===== src/rtl/adc_ctl_pkg.sv =====
package adc_ctl_pkg;
  typedef enum logic [2:0] {
    ST_IDLE,
    ST_CONV,
    ST_WAIT_HI,
    ST_WAIT_LO,
    ST_RD_LO,
    ST_RD_HI
  } seq_state_e;
endpackage


===== src/rtl/adc_rate_gen.sv =====
module adc_rate_gen #(
  parameter int DIV_W      = 16,
  parameter int MIN_PERIOD = 250
) (
  input  logic             clk_i,
  input  logic             rst_ni,
  input  logic             en_i,
  input  logic [DIV_W-1:0] div_i,
  output logic             tick_o
);
  localparam logic [DIV_W-1:0] MinP = DIV_W'(MIN_PERIOD);

  logic [DIV_W-1:0] cnt_q;
  logic [DIV_W-1:0] per;
  logic             wrap;

  assign per    = (div_i < MinP) ? MinP : div_i;
  assign wrap   = cnt_q >= (per - 1'b1);
  assign tick_o = en_i && wrap;

  always_ff @(posedge clk_i or negedge rst_ni) begin
    if (!rst_ni)        cnt_q <= '0;
    else if (!en_i)     cnt_q <= '0;
    else if (wrap)      cnt_q <= '0;
    else                cnt_q <= cnt_q + 1'b1;
  end

  initial begin
    min_period_chk: assert (MIN_PERIOD >= 2) else $error("MIN_PERIOD below 2");
  end


  tick_gap_chk: assert property (@(posedge clk_i) disable iff (!rst_ni)
    tick_o |=> !tick_o);
endmodule


===== src/rtl/adc_read_seq.sv =====
module adc_read_seq import adc_ctl_pkg::*; #(
  parameter int N_CH        = 8,
  parameter int PULSE_W     = 2,
  parameter int RD_LO_CYC   = 3,
  parameter int RD_HI_CYC   = 2,
  parameter int SAMPLE_CYC  = 2,
  parameter int TIMEOUT_CYC = 1000,
  localparam int N_BYTES    = 2 * N_CH,
  localparam int IDX_W      = $clog2(N_BYTES)
) (
  input  logic             clk_i,
  input  logic             rst_ni,
  input  logic             start_i,
  input  logic             busy_i,
  input  logic [7:0]       db_i,
  input  logic             frst_i,
  output logic             conv_n_o,
  output logic             cs_n_o,
  output logic             rd_n_o,
  output logic             idle_o,
  output logic             cap_o,
  output logic [7:0]       cap_byte_o,
  output logic [IDX_W-1:0] cap_idx_o,
  output logic             cap_frst_o,
  output logic             tmo_o
);
  localparam int M1    = (PULSE_W > RD_LO_CYC) ? PULSE_W : RD_LO_CYC;
  localparam int M2    = (RD_HI_CYC > M1) ? RD_HI_CYC : M1;
  localparam int CMAX  = (TIMEOUT_CYC > M2) ? TIMEOUT_CYC : M2;
  localparam int CNT_W = $clog2(CMAX + 1);

  seq_state_e       st_q;
  logic [CNT_W-1:0] cnt_q;
  logic [IDX_W-1:0] idx_q;
  logic             tmo_hit;

  assign tmo_hit = cnt_q == CNT_W'(TIMEOUT_CYC - 1);

  always_ff @(posedge clk_i or negedge rst_ni) begin
    if (!rst_ni) begin
      st_q  <= ST_IDLE;
      cnt_q <= '0;
      idx_q <= '0;
      tmo_o <= 1'b0;
    end else begin
      tmo_o <= 1'b0;
      case (st_q)
        ST_IDLE: begin
          cnt_q <= '0;
          if (start_i) st_q <= ST_CONV;
        end
        ST_CONV: begin
          if (cnt_q == CNT_W'(PULSE_W - 1)) begin
            st_q  <= ST_WAIT_HI;
            cnt_q <= '0;
          end else cnt_q <= cnt_q + 1'b1;
        end
        ST_WAIT_HI, ST_WAIT_LO: begin
          if (st_q == ST_WAIT_LO && !busy_i) begin
            st_q  <= ST_RD_LO;
            cnt_q <= '0;
            idx_q <= '0;
          end else if (tmo_hit) begin
            st_q  <= ST_IDLE;
            tmo_o <= 1'b1;
          end else begin
            if (st_q == ST_WAIT_HI && busy_i) st_q <= ST_WAIT_LO;
            cnt_q <= cnt_q + 1'b1;
          end
        end
        ST_RD_LO: begin
          if (cnt_q == CNT_W'(RD_LO_CYC - 1)) begin
            st_q  <= ST_RD_HI;
            cnt_q <= '0;
          end else cnt_q <= cnt_q + 1'b1;
        end
        ST_RD_HI: begin
          if (cnt_q == CNT_W'(RD_HI_CYC - 1)) begin
            cnt_q <= '0;
            if (idx_q == IDX_W'(N_BYTES - 1)) st_q <= ST_IDLE;
            else begin
              idx_q <= idx_q + 1'b1;
              st_q  <= ST_RD_LO;
            end
          end else cnt_q <= cnt_q + 1'b1;
        end
        default: st_q <= ST_IDLE;
      endcase
    end
  end

  assign idle_o     = st_q == ST_IDLE;
  assign conv_n_o   = st_q != ST_CONV;
  assign rd_n_o     = st_q != ST_RD_LO;
  assign cs_n_o     = !(st_q == ST_RD_LO || st_q == ST_RD_HI);
  assign cap_o      = (st_q == ST_RD_LO) && (cnt_q == CNT_W'(SAMPLE_CYC - 1));
  assign cap_byte_o = db_i;
  assign cap_idx_o  = idx_q;
  assign cap_frst_o = frst_i;

  initial begin
    rd_lo_min_chk:  assert (RD_LO_CYC >= 2) else $error("RD_LO_CYC below 2");
    rd_hi_min_chk:  assert (RD_HI_CYC >= 2) else $error("RD_HI_CYC below 2");
    sample_min_chk: assert (SAMPLE_CYC >= 2 && SAMPLE_CYC <= RD_LO_CYC)
      else $error("SAMPLE_CYC out of range");
  end


  busy_done_chk: assert property (@(posedge clk_i) disable iff (!rst_ni)
    $fell(cs_n_o) |-> !$past(busy_i));

  cap_in_strobe_chk: assert property (@(posedge clk_i) disable iff (!rst_ni)
    cap_o |-> (!cs_n_o && !rd_n_o));
endmodule


===== src/rtl/adc_word_pack.sv =====
module adc_word_pack #(
  parameter int N_CH     = 8,
  localparam int IDX_W   = $clog2(2 * N_CH),
  localparam int CH_W    = IDX_W - 1
) (
  input  logic             clk_i,
  input  logic             rst_ni,
  input  logic             cap_i,
  input  logic [7:0]       cap_byte_i,
  input  logic [IDX_W-1:0] cap_idx_i,
  input  logic             cap_frst_i,
  output logic             vld_o,
  output logic [15:0]      data_o,
  output logic [CH_W-1:0]  ch_o,
  output logic             misal_o
);
  logic [7:0] hi_q;
  logic       drop_q;

  always_ff @(posedge clk_i or negedge rst_ni) begin
    if (!rst_ni) begin
      hi_q    <= '0;
      drop_q  <= 1'b0;
      vld_o   <= 1'b0;
      data_o  <= '0;
      ch_o    <= '0;
      misal_o <= 1'b0;
    end else begin
      vld_o   <= 1'b0;
      misal_o <= 1'b0;
      if (cap_i) begin
        if (!cap_idx_i[0]) begin
          hi_q <= cap_byte_i;
          if (cap_idx_i == '0) begin
            drop_q  <= !cap_frst_i;
            misal_o <= !cap_frst_i;
          end
        end else begin
          data_o <= {hi_q, cap_byte_i};
          ch_o   <= cap_idx_i[IDX_W-1:1];
          vld_o  <= !drop_q;
        end
      end
    end
  end


  vld_pulse_chk: assert property (@(posedge clk_i) disable iff (!rst_ni)
    vld_o |=> !vld_o);

  drop_frame_chk: assert property (@(posedge clk_i) disable iff (!rst_ni)
    misal_o |=> !vld_o);
endmodule


===== src/rtl/adc_byte_ctrl.sv =====
module adc_byte_ctrl #(
  parameter int N_CH        = 8,
  parameter int DIV_W       = 16,
  parameter int MIN_PERIOD  = 250,
  parameter int PULSE_W     = 2,
  parameter int RD_LO_CYC   = 3,
  parameter int RD_HI_CYC   = 2,
  parameter int SAMPLE_CYC  = 2,
  parameter int TIMEOUT_CYC = 1000,
  localparam int CH_W       = $clog2(N_CH),
  localparam int IDX_W      = $clog2(2 * N_CH)
) (
  input  logic             clk_i,
  input  logic             rst_ni,
  input  logic             enable_i,
  input  logic [DIV_W-1:0] rate_div_i,
  output logic             convst_a_o,
  output logic             convst_b_o,
  input  logic             busy_i,
  output logic             cs_no,
  output logic             rd_no,
  input  logic             frstdata_i,
  input  logic [7:0]       db_i,
  output logic             par_ser_o,
  output logic             byte_sel_o,
  output logic             range_o,
  output logic [2:0]       os_o,
  output logic             smp_valid_o,
  output logic [15:0]      smp_data_o,
  output logic [CH_W-1:0]  smp_chan_o,
  output logic             busy_timeout_o,
  output logic             misalign_o,
  output logic             overrun_o
);
  logic [1:0]       busy_sync_q;
  logic             tick, seq_idle, start, pend_q, conv_n;
  logic             cap, cap_frst, tmo, misal;
  logic [7:0]       cap_byte;
  logic [IDX_W-1:0] cap_idx;

  // fixed strapping: parallel, byte mode, +/-5 V, no oversampling
  assign par_ser_o  = 1'b1;
  assign byte_sel_o = 1'b1;
  assign range_o    = 1'b0;
  assign os_o       = 3'b000;

  always_ff @(posedge clk_i or negedge rst_ni) begin
    if (!rst_ni) busy_sync_q <= '0;
    else         busy_sync_q <= {busy_sync_q[0], busy_i};
  end

  adc_rate_gen #(.DIV_W(DIV_W), .MIN_PERIOD(MIN_PERIOD)) u_rate (
    .clk_i (clk_i),
    .rst_ni(rst_ni),
    .en_i  (enable_i),
    .div_i (rate_div_i),
    .tick_o(tick)
  );

  assign start = seq_idle && (tick || pend_q);

  always_ff @(posedge clk_i or negedge rst_ni) begin
    if (!rst_ni) begin
      pend_q         <= 1'b0;
      overrun_o      <= 1'b0;
      busy_timeout_o <= 1'b0;
      misalign_o     <= 1'b0;
    end else begin
      if (!enable_i || start)   pend_q <= 1'b0;
      else if (tick && !seq_idle) pend_q <= 1'b1;
      if (tick && !seq_idle) overrun_o      <= 1'b1;
      if (tmo)               busy_timeout_o <= 1'b1;
      if (misal)             misalign_o     <= 1'b1;
    end
  end

  adc_read_seq #(
    .N_CH(N_CH), .PULSE_W(PULSE_W), .RD_LO_CYC(RD_LO_CYC), .RD_HI_CYC(RD_HI_CYC),
    .SAMPLE_CYC(SAMPLE_CYC), .TIMEOUT_CYC(TIMEOUT_CYC)
  ) u_seq (
    .clk_i     (clk_i),
    .rst_ni    (rst_ni),
    .start_i   (start),
    .busy_i    (busy_sync_q[1]),
    .db_i      (db_i),
    .frst_i    (frstdata_i),
    .conv_n_o  (conv_n),
    .cs_n_o    (cs_no),
    .rd_n_o    (rd_no),
    .idle_o    (seq_idle),
    .cap_o     (cap),
    .cap_byte_o(cap_byte),
    .cap_idx_o (cap_idx),
    .cap_frst_o(cap_frst),
    .tmo_o     (tmo)
  );

  // same edge on both groups keeps all channels in phase
  assign convst_a_o = conv_n;
  assign convst_b_o = conv_n;

  adc_word_pack #(.N_CH(N_CH)) u_pack (
    .clk_i     (clk_i),
    .rst_ni    (rst_ni),
    .cap_i     (cap),
    .cap_byte_i(cap_byte),
    .cap_idx_i (cap_idx),
    .cap_frst_i(cap_frst),
    .vld_o     (smp_valid_o),
    .data_o    (smp_data_o),
    .ch_o      (smp_chan_o),
    .misal_o   (misal)
  );


  no_conv_in_read_chk: assert property (@(posedge clk_i) disable iff (!rst_ni)
    !convst_a_o |-> cs_no);

  overrun_sticky_chk: assert property (@(posedge clk_i) disable iff (!rst_ni)
    !$fell(overrun_o));

  timeout_sticky_chk: assert property (@(posedge clk_i) disable iff (!rst_ni)
    !$fell(busy_timeout_o));

  misalign_sticky_chk: assert property (@(posedge clk_i) disable iff (!rst_ni)
    !$fell(misalign_o));

  idle_no_start_chk: assert property (@(posedge clk_i) disable iff (!rst_ni)
    (!enable_i && !pend_q && seq_idle) |=> convst_a_o);
endmodule


===== config.mk =====
export PLATFORM = sky130hd
export DESIGN_NAME = adc_byte_ctrl
export DESIGN_NICKNAME = d
export VERILOG_FILES = /design/src/rtl/adc_ctl_pkg.sv /design/src/rtl/adc_rate_gen.sv /design/src/rtl/adc_read_seq.sv /design/src/rtl/adc_word_pack.sv /design/src/rtl/adc_byte_ctrl.sv
export SDC_FILE = /design/constraint.sdc
export NUM_CORES = 1
export LEC_CHECK = 0
export BUFFER_PORTS_ARGS = -buffer_cell sky130_fd_sc_hd__buf_2
export CORE_MARGIN = 4
export CORE_UTILIZATION = 58
export DETAILED_ROUTE_END_ITERATION = 7
export PLACE_DENSITY = 0.79
export SYNTH_ARGS = -nofsm -noshare
export SYNTH_HDL_FRONTEND = slang
export SYNTH_SLANG_ARGS = --single-unit

===== constraint.sdc =====
create_clock -name clk_i -period 4.1 [get_ports clk_i]
set_input_delay 0.205 -clock clk_i [delete_from_list [all_inputs] [get_ports clk_i]]
set_output_delay 0.205 -clock clk_i [all_outputs]
set_load 0.01 [all_outputs]

Word level (Yosys, flattened, before mapping). Cells that the tools add are included.

Reduce and logical (&&, ||, !) cells: 28. $lt $le $gt $ge: 2. Equality and inequality tests: 19. Bitwise logic cells: 1. Add/subtract/negate cells: 4. Mux-type cells: 31.

Operators by type and width (number): 16-bit two-way mux (3); 10-bit two-way mux (4); 10-bit case mux with 4 select lines (1); 3-bit two-way mux (8); 16-bit by 1-bit adder with 16-bit output, second input constant (1); 16-bit >= comparator (1); 16-bit by 8-bit less-than comparator with 1-bit output, second input constant (1); 16-bit by 1-bit subtractor with 16-bit output, second input constant (1); 3-bit case mux with 5 select lines (1); 4-bit two-way mux (3); 10-bit by 1-bit adder with 10-bit output, second input constant (1); 10-bit by 1-bit equality test with 1-bit output, second input constant (1); 10-bit equality test, second input constant (1); 10-bit by 2-bit equality test with 1-bit output, second input constant (1); 1-bit two-way mux (10); 2-bit by 1-bit != test with 1-bit output, second input constant (5); 4-bit case mux with 2 select lines (1); 3-bit by 2-bit equality test with 1-bit output, second input constant (2); 3-bit equality test, second input constant (2); 1-bit logical AND (6); 1-bit zero test (6); 3-bit != test, second input constant (2); 2-bit AND reduction (3); 5-bit AND reduction (1); other kinds (15) (19).

Register bits after elaboration: 70. Word-level logic and storage cells: 101. Output and inout bits: 33. Input port bits: 29.

Depth between registers and ports, before layout.
Word-level depth: 9. Gate-level depth with buffers: 16. Depth with buffers taken out: 14.

Cells and area by module. From an unflattened synthesis, not the netlist that was laid out.

Cells, all modules: 396. Area, all modules: 4246.6 sq um.

Modules (own cells, without submodules): adc_rate_gen (cells an instance 171, seq. area each 400.4 sq um, area each 1597.8 sq um, times used 1); adc_read_seq (cells an instance 136, seq. area each 450.4 sq um, area each 1246.2 sq um, times used 1); adc_word_pack (cells an instance 67, seq. area each 750.7 sq um, area each 1148.6 sq um, times used 1); adc_byte_ctrl (cells an instance 22, seq. area each 150.1 sq um, area each 254.0 sq um, times used 1).

Worst setup path after synthesis. Ideal clock, no wire load.

Path type: input-to-reg. Start point: input port rate_div_i[12]. End point: register u_rate.cnt_q[10]. Arrival time: 3.616 ns. Data required time: 3.981 ns. Setup time: 0.119 ns. Path slack: 0.366 ns. Buffers on the path: 2. Stages on the path: 15. Path through: or3_1 nor4_4 o21ai_0 nand2_1 ha_1 clkbuf_1 nand4_1 xor2_1 ha_1 nand4_1 or3_1 or4_1 nand4_2 buf_4 nor2_1.

Word-level cells in the longest chain between the ends: 6.

Ends and longest elaborated chain: start, declared (line adc_byte_ctrl.sv:16) `input logic [DIV_W-1:0] rate_div_i,`; 16-bit by 8-bit less-than comparator with 1-bit output (line adc_rate_gen.sv:17) `assign per = (div_i < MinP) ? MinP : div_i;`; 16-bit two-way mux (*) (line adc_rate_gen.sv:17); 16-bit by 1-bit subtractor with 16-bit output (*) (line adc_rate_gen.sv:18) `assign wrap = cnt_q >= (per - 1'b1);`; 16-bit >= comparator (*) (line adc_rate_gen.sv:18); 16-bit two-way mux (*) (line adc_rate_gen.sv:24) `else if (wrap) cnt_q <= '0;`; 16-bit two-way mux (*) (line adc_rate_gen.sv:23) `else if (!en_i) cnt_q <= '0;`; end signal, assigned (line adc_rate_gen.sv:25) `else cnt_q <= cnt_q + 1'b1;`; end, declared (line adc_rate_gen.sv:13) `logic [DIV_W-1:0] cnt_q;`.

Every way passes the cells marked *; elsewhere a longest branch is shown, timed or not. A chain may end at the register's enable or synchronous reset.

Final worst setup path.
Start point: input port rate_div_i[12]. End point: register u_rate.cnt_q[14].

Same word-level chain as after synthesis.

==> impl_results.md <==
* Status: complete, no violations
* Setup crit end kind: register
* Row cnt at 29
* Fraction of registers with async set/reset at 1.00
* Post-synth EDFFs at 0
* Top cell family by delay on the critical path: simple AND/OR/NAND/NOR gates
* Max clock buf depth at 2
* Startpoint Class: input pin
* Synthesized flop and latch total at 70
* Ys flop type: dfrtp_1
* Height of the die at 90.2 µm
* Setup TNS at 0 ns
* Routed Antenna Nets at 0
* Synth cell types at 56
* Vias per std cell at 5.62
* Final Hold Vio Count at 0
* RSZ-0062 raised after global routing: no
* Clk slew on worst S/H paths at 0.08 ns
* Largest fanout on the critical path at 16
* Final Cycle Share at 0.857
* Routed len/inst at 14.2 µm
* Combinational power share at 0.287
* HP Class: input pin to register
* Port Buf Inserts at 55
* Max Clk Rate at 0.284 GHz
* Total iterations of the first detailed-routing run at 4
* Flop pwr share at 0.464
* Final setup skew at 0.0144 ns
* Pin count of the biggest net entering global routing at 48
* Ports at 62
* DRC at 0
* Clk_lat worst skew at 0.36 ns
* Share of cells above drive strength 1 at 0.263
* Crit path buffers/inverters at 1
* Area growth from synthesis to layout at 12.0%
* Fillers at 528
* Chip width at 90.2 µm
* Switching share of power at 0.340
* Diode count at 0
* CTS resizes at 0
* Dpl hpwl at 5.54 mm
* Int Pwr at 0.00131 W
* Slowest CP cell: or4_1
* Area of the core at 0.00646 mm²
* Clock share of power at 0.249
* Multi-input logic area at 0.00201 mm²
* Reg2reg setup slack at 1.53 ns
* Slew @ Worst Pin at 0.563 ns
* GRT overflow at 0
* Critical Path AT at 3.74 ns
* Met3 wire length at 351 µm
* Final min period at 3.51 ns
* DRT iter0 DRCs at 99
* Vias at 2,892
* Post-Place Cells at 497
* Final setup viols at 0
* Total number of H-tree levels at 3
* Max-slew violations at 0
* Initial antenna violation count at 0
* Register area share after synthesis at 0.447
* Vias in the first global route at 2,914
* Warnings from Yosys at 0
* Root buffer cell: clkbuf_8
* Met2 Wirelength at 3.57 mm
* Power Density at 451 mW/mm²
* Leakage power at 2.09 nW
* WP data required at 4.33 ns
* Netlist Area Pre-Place at 0.00392 mm²
* P_sw at 0.000673 W
* Register Area at 0.00175 mm²
* Cells along the critical path: buf_2 > or3_1 > nor4_4 > o21ai_0 > nand2_1 > ha_1 > nand4_1 > xor2_1 > ha_1 > nand4_1 > or3_1 > or4_1 > nand4_2 > nor2_1
* Setup ws final at 0.585 ns
* Setup WS pre-CTS at 0.194 ns
* Final Core Density at 0.679
* Max Cap Violations at 0
* Fin nets at 485
* Die Footprint at 0.00813 mm²
* CTS Buf Count at 9
* Worst rel slew slack at 0.625
* Layout Cells excl Fill at 515
* Crit Path Category: input pin to register
* Global-route wire length before repair at 13.2 mm
* Clock Sinks at 70
* WL met1 at 3.22 mm
* Routed WL at 7.29 mm
* CTS tree: built
* Top sig layer: met4
* Mapped Cells at 376
* Placer congestion estimate at 0.864
* VDD IR-drop max at 0.261 mV
* Gr usage total at 0.197
* Syn_area_per_cell at 10.4 µm²
* Starting density of the core at 0.606
* Final hold slack at 0.0121 ns
* Worst path max stage delay at 0.57 ns
-- registers in the layout, indices dropped and copies added (netlist names) --
name and flops:
misalign_o 1, u_pack.vld_o 1, u_pack.drop_q 1, overrun_o 1, u_pack.hi_q 8, u_rate.cnt_q 16
u_pack.ch_o 3, u_pack.data_o 16, u_seq.st_q 3, u_pack.misal_o 1, busy_sync_q 2, u_seq.cnt_q 10
busy_timeout_o 1, pend_q 1, u_seq.cap_idx_o 4, u_seq.tmo_o 1
-- logic make-up (layout without fill, tap and decap cells) --
logic type      Yosys count  count (layout)  share of synthesized area
compound gates           43              43                     0.0767
xor+xnor                 32              32                     0.0716
fa+ha+maj                23              23                     0.0735
buf+inv                  29              87                     0.0438
flops                    70              70                      0.447
mux                      28              28                     0.0809
other cells               2               6                    0.00192
simple gates            149             149                      0.204
-- synthesized netlist by cell type, types with 2 or more instances --
library cell / number / area [µm²]
nor4_2: 2 / 25.0
a21o_1: 5 / 37.5
nand4_1: 9 / 56.3
dfrtp_1: 70 / 1750
or3_1: 5 / 31.3
nand2b_1: 5 / 31.3
a211oi_1: 2 / 15.0
xor2_1: 12 / 105
mux2_2: 25 / 282
inv_1: 11 / 41.3
nor2b_1: 2 / 12.5
nand3b_1: 2 / 15.0
xnor2_1: 20 / 175
nand2_1: 20 / 75.1
nor2_1: 47 / 176
mux2i_1: 2 / 20.0
and3_1: 6 / 37.5
o21a_1: 3 / 22.5
nand3_1: 17 / 85.1
a21oi_1: 6 / 30.0
or4_1: 4 / 30.0
o21ai_0: 11 / 55.1
and3b_1: 2 / 17.5
buf_2: 2 / 10.0
conb_1: 2 / 7.51
buf_4: 10 / 75.1
buf_6: 3 / 33.8
or2_2: 6 / 37.5
nor4_1: 3 / 18.8
nor3_1: 12 / 60.1
ha_1: 23 / 288
clkbuf_1: 3 / 11.3
-- timing repair --
action | in CTS | in global routing
setup buffers | 0 | 0
hold endpoints to repair | 24 | 0
hold buffers | 2 | 0
-- cell usage in the layout (no fill, tap or decap), types with 12 or more instances in the layout --
| cell | instances |
|---|---|
| buf_2 | 55 |
| dfrtp_1 | 70 |
| ha_1 | 23 |
| mux2_2 | 25 |
| nand2_1 | 20 |
| nand3_1 | 17 |
| nor2_1 | 47 |
| nor3_1 | 12 |
| xnor2_1 | 20 |
| xor2_1 | 12 |
-- through the flow --
step	cell area (µm²)	power (W)
floorplan	3930	0.00133
global placement	4190	0.00148
detailed placement	4190	0.00150
CTS	4390	0.00200
global route	4390	0.00212
finish	4390	0.00198
-- worst reg2reg max path, cell delays in order, from the launching register on --
cell      delay (ns)
dfrtp_1         0.47
nor4_2          0.44
nand3_2         0.26
a211oi_1        0.53
nor2b_1         0.53
o21ba_2         0.24
-- routing by layer --
layer  global-route usage  vias to the layer above
li1                     -                     1424
met1                0.249                     1390
met2                0.332                       65
met3               0.0367                       13
met4               0.0842                        0
met5                    0                        -
-- final cells by class --
class	instances	area share
clock inverters	6	0.0103
flip-flops and latches	70	0.399
repair buffers	60	0.0724
well taps	77	0.0220
multi-input cells	281	0.458
clock buffers	10	0.0291
inverters	11	0.00941
-- worst paths after layout --
check,endpoint,start,cells after the start
setup / recovery,u_rate.cnt_q[14]$_DFF_PN0_,rate_div_i[12],14
hold / removal,u_pack.misal_o$_DFF_PN0_,frstdata_i,2
setup reg to reg,u_seq.cnt_q[3]$_DFFE_PN0P_,u_seq.cnt_q[2]$_DFFE_PN0P_,5
hold reg to reg,busy_sync_q[1]$_DFF_PN0_,busy_sync_q[0]$_DFF_PN0_,0
max in group asynchronous,u_seq.cnt_q[1]$_DFFE_PN0P_,rst_ni,3
min in group asynchronous,u_pack.hi_q[6]$_DFFE_PN0P_,rst_ni,2
-- power by group through the flow --
stage / Sequential [W] / Combinational (W) / Clock (W)
3_5_place_dp: 0.000931 / 0.000572 / 0
4_1_cts: 0.000918 / 0.000576 / 0.000506
5_1_grt: 0.000939 / 0.000642 / 0.000540
6_report: 0.000917 / 0.000568 / 0.000493
2_1_floorplan: 0.000929 / 0.000403 / 0
3_3_place_gp: 0.000921 / 0.000556 / 0
(Power assumes the default switching activity.)
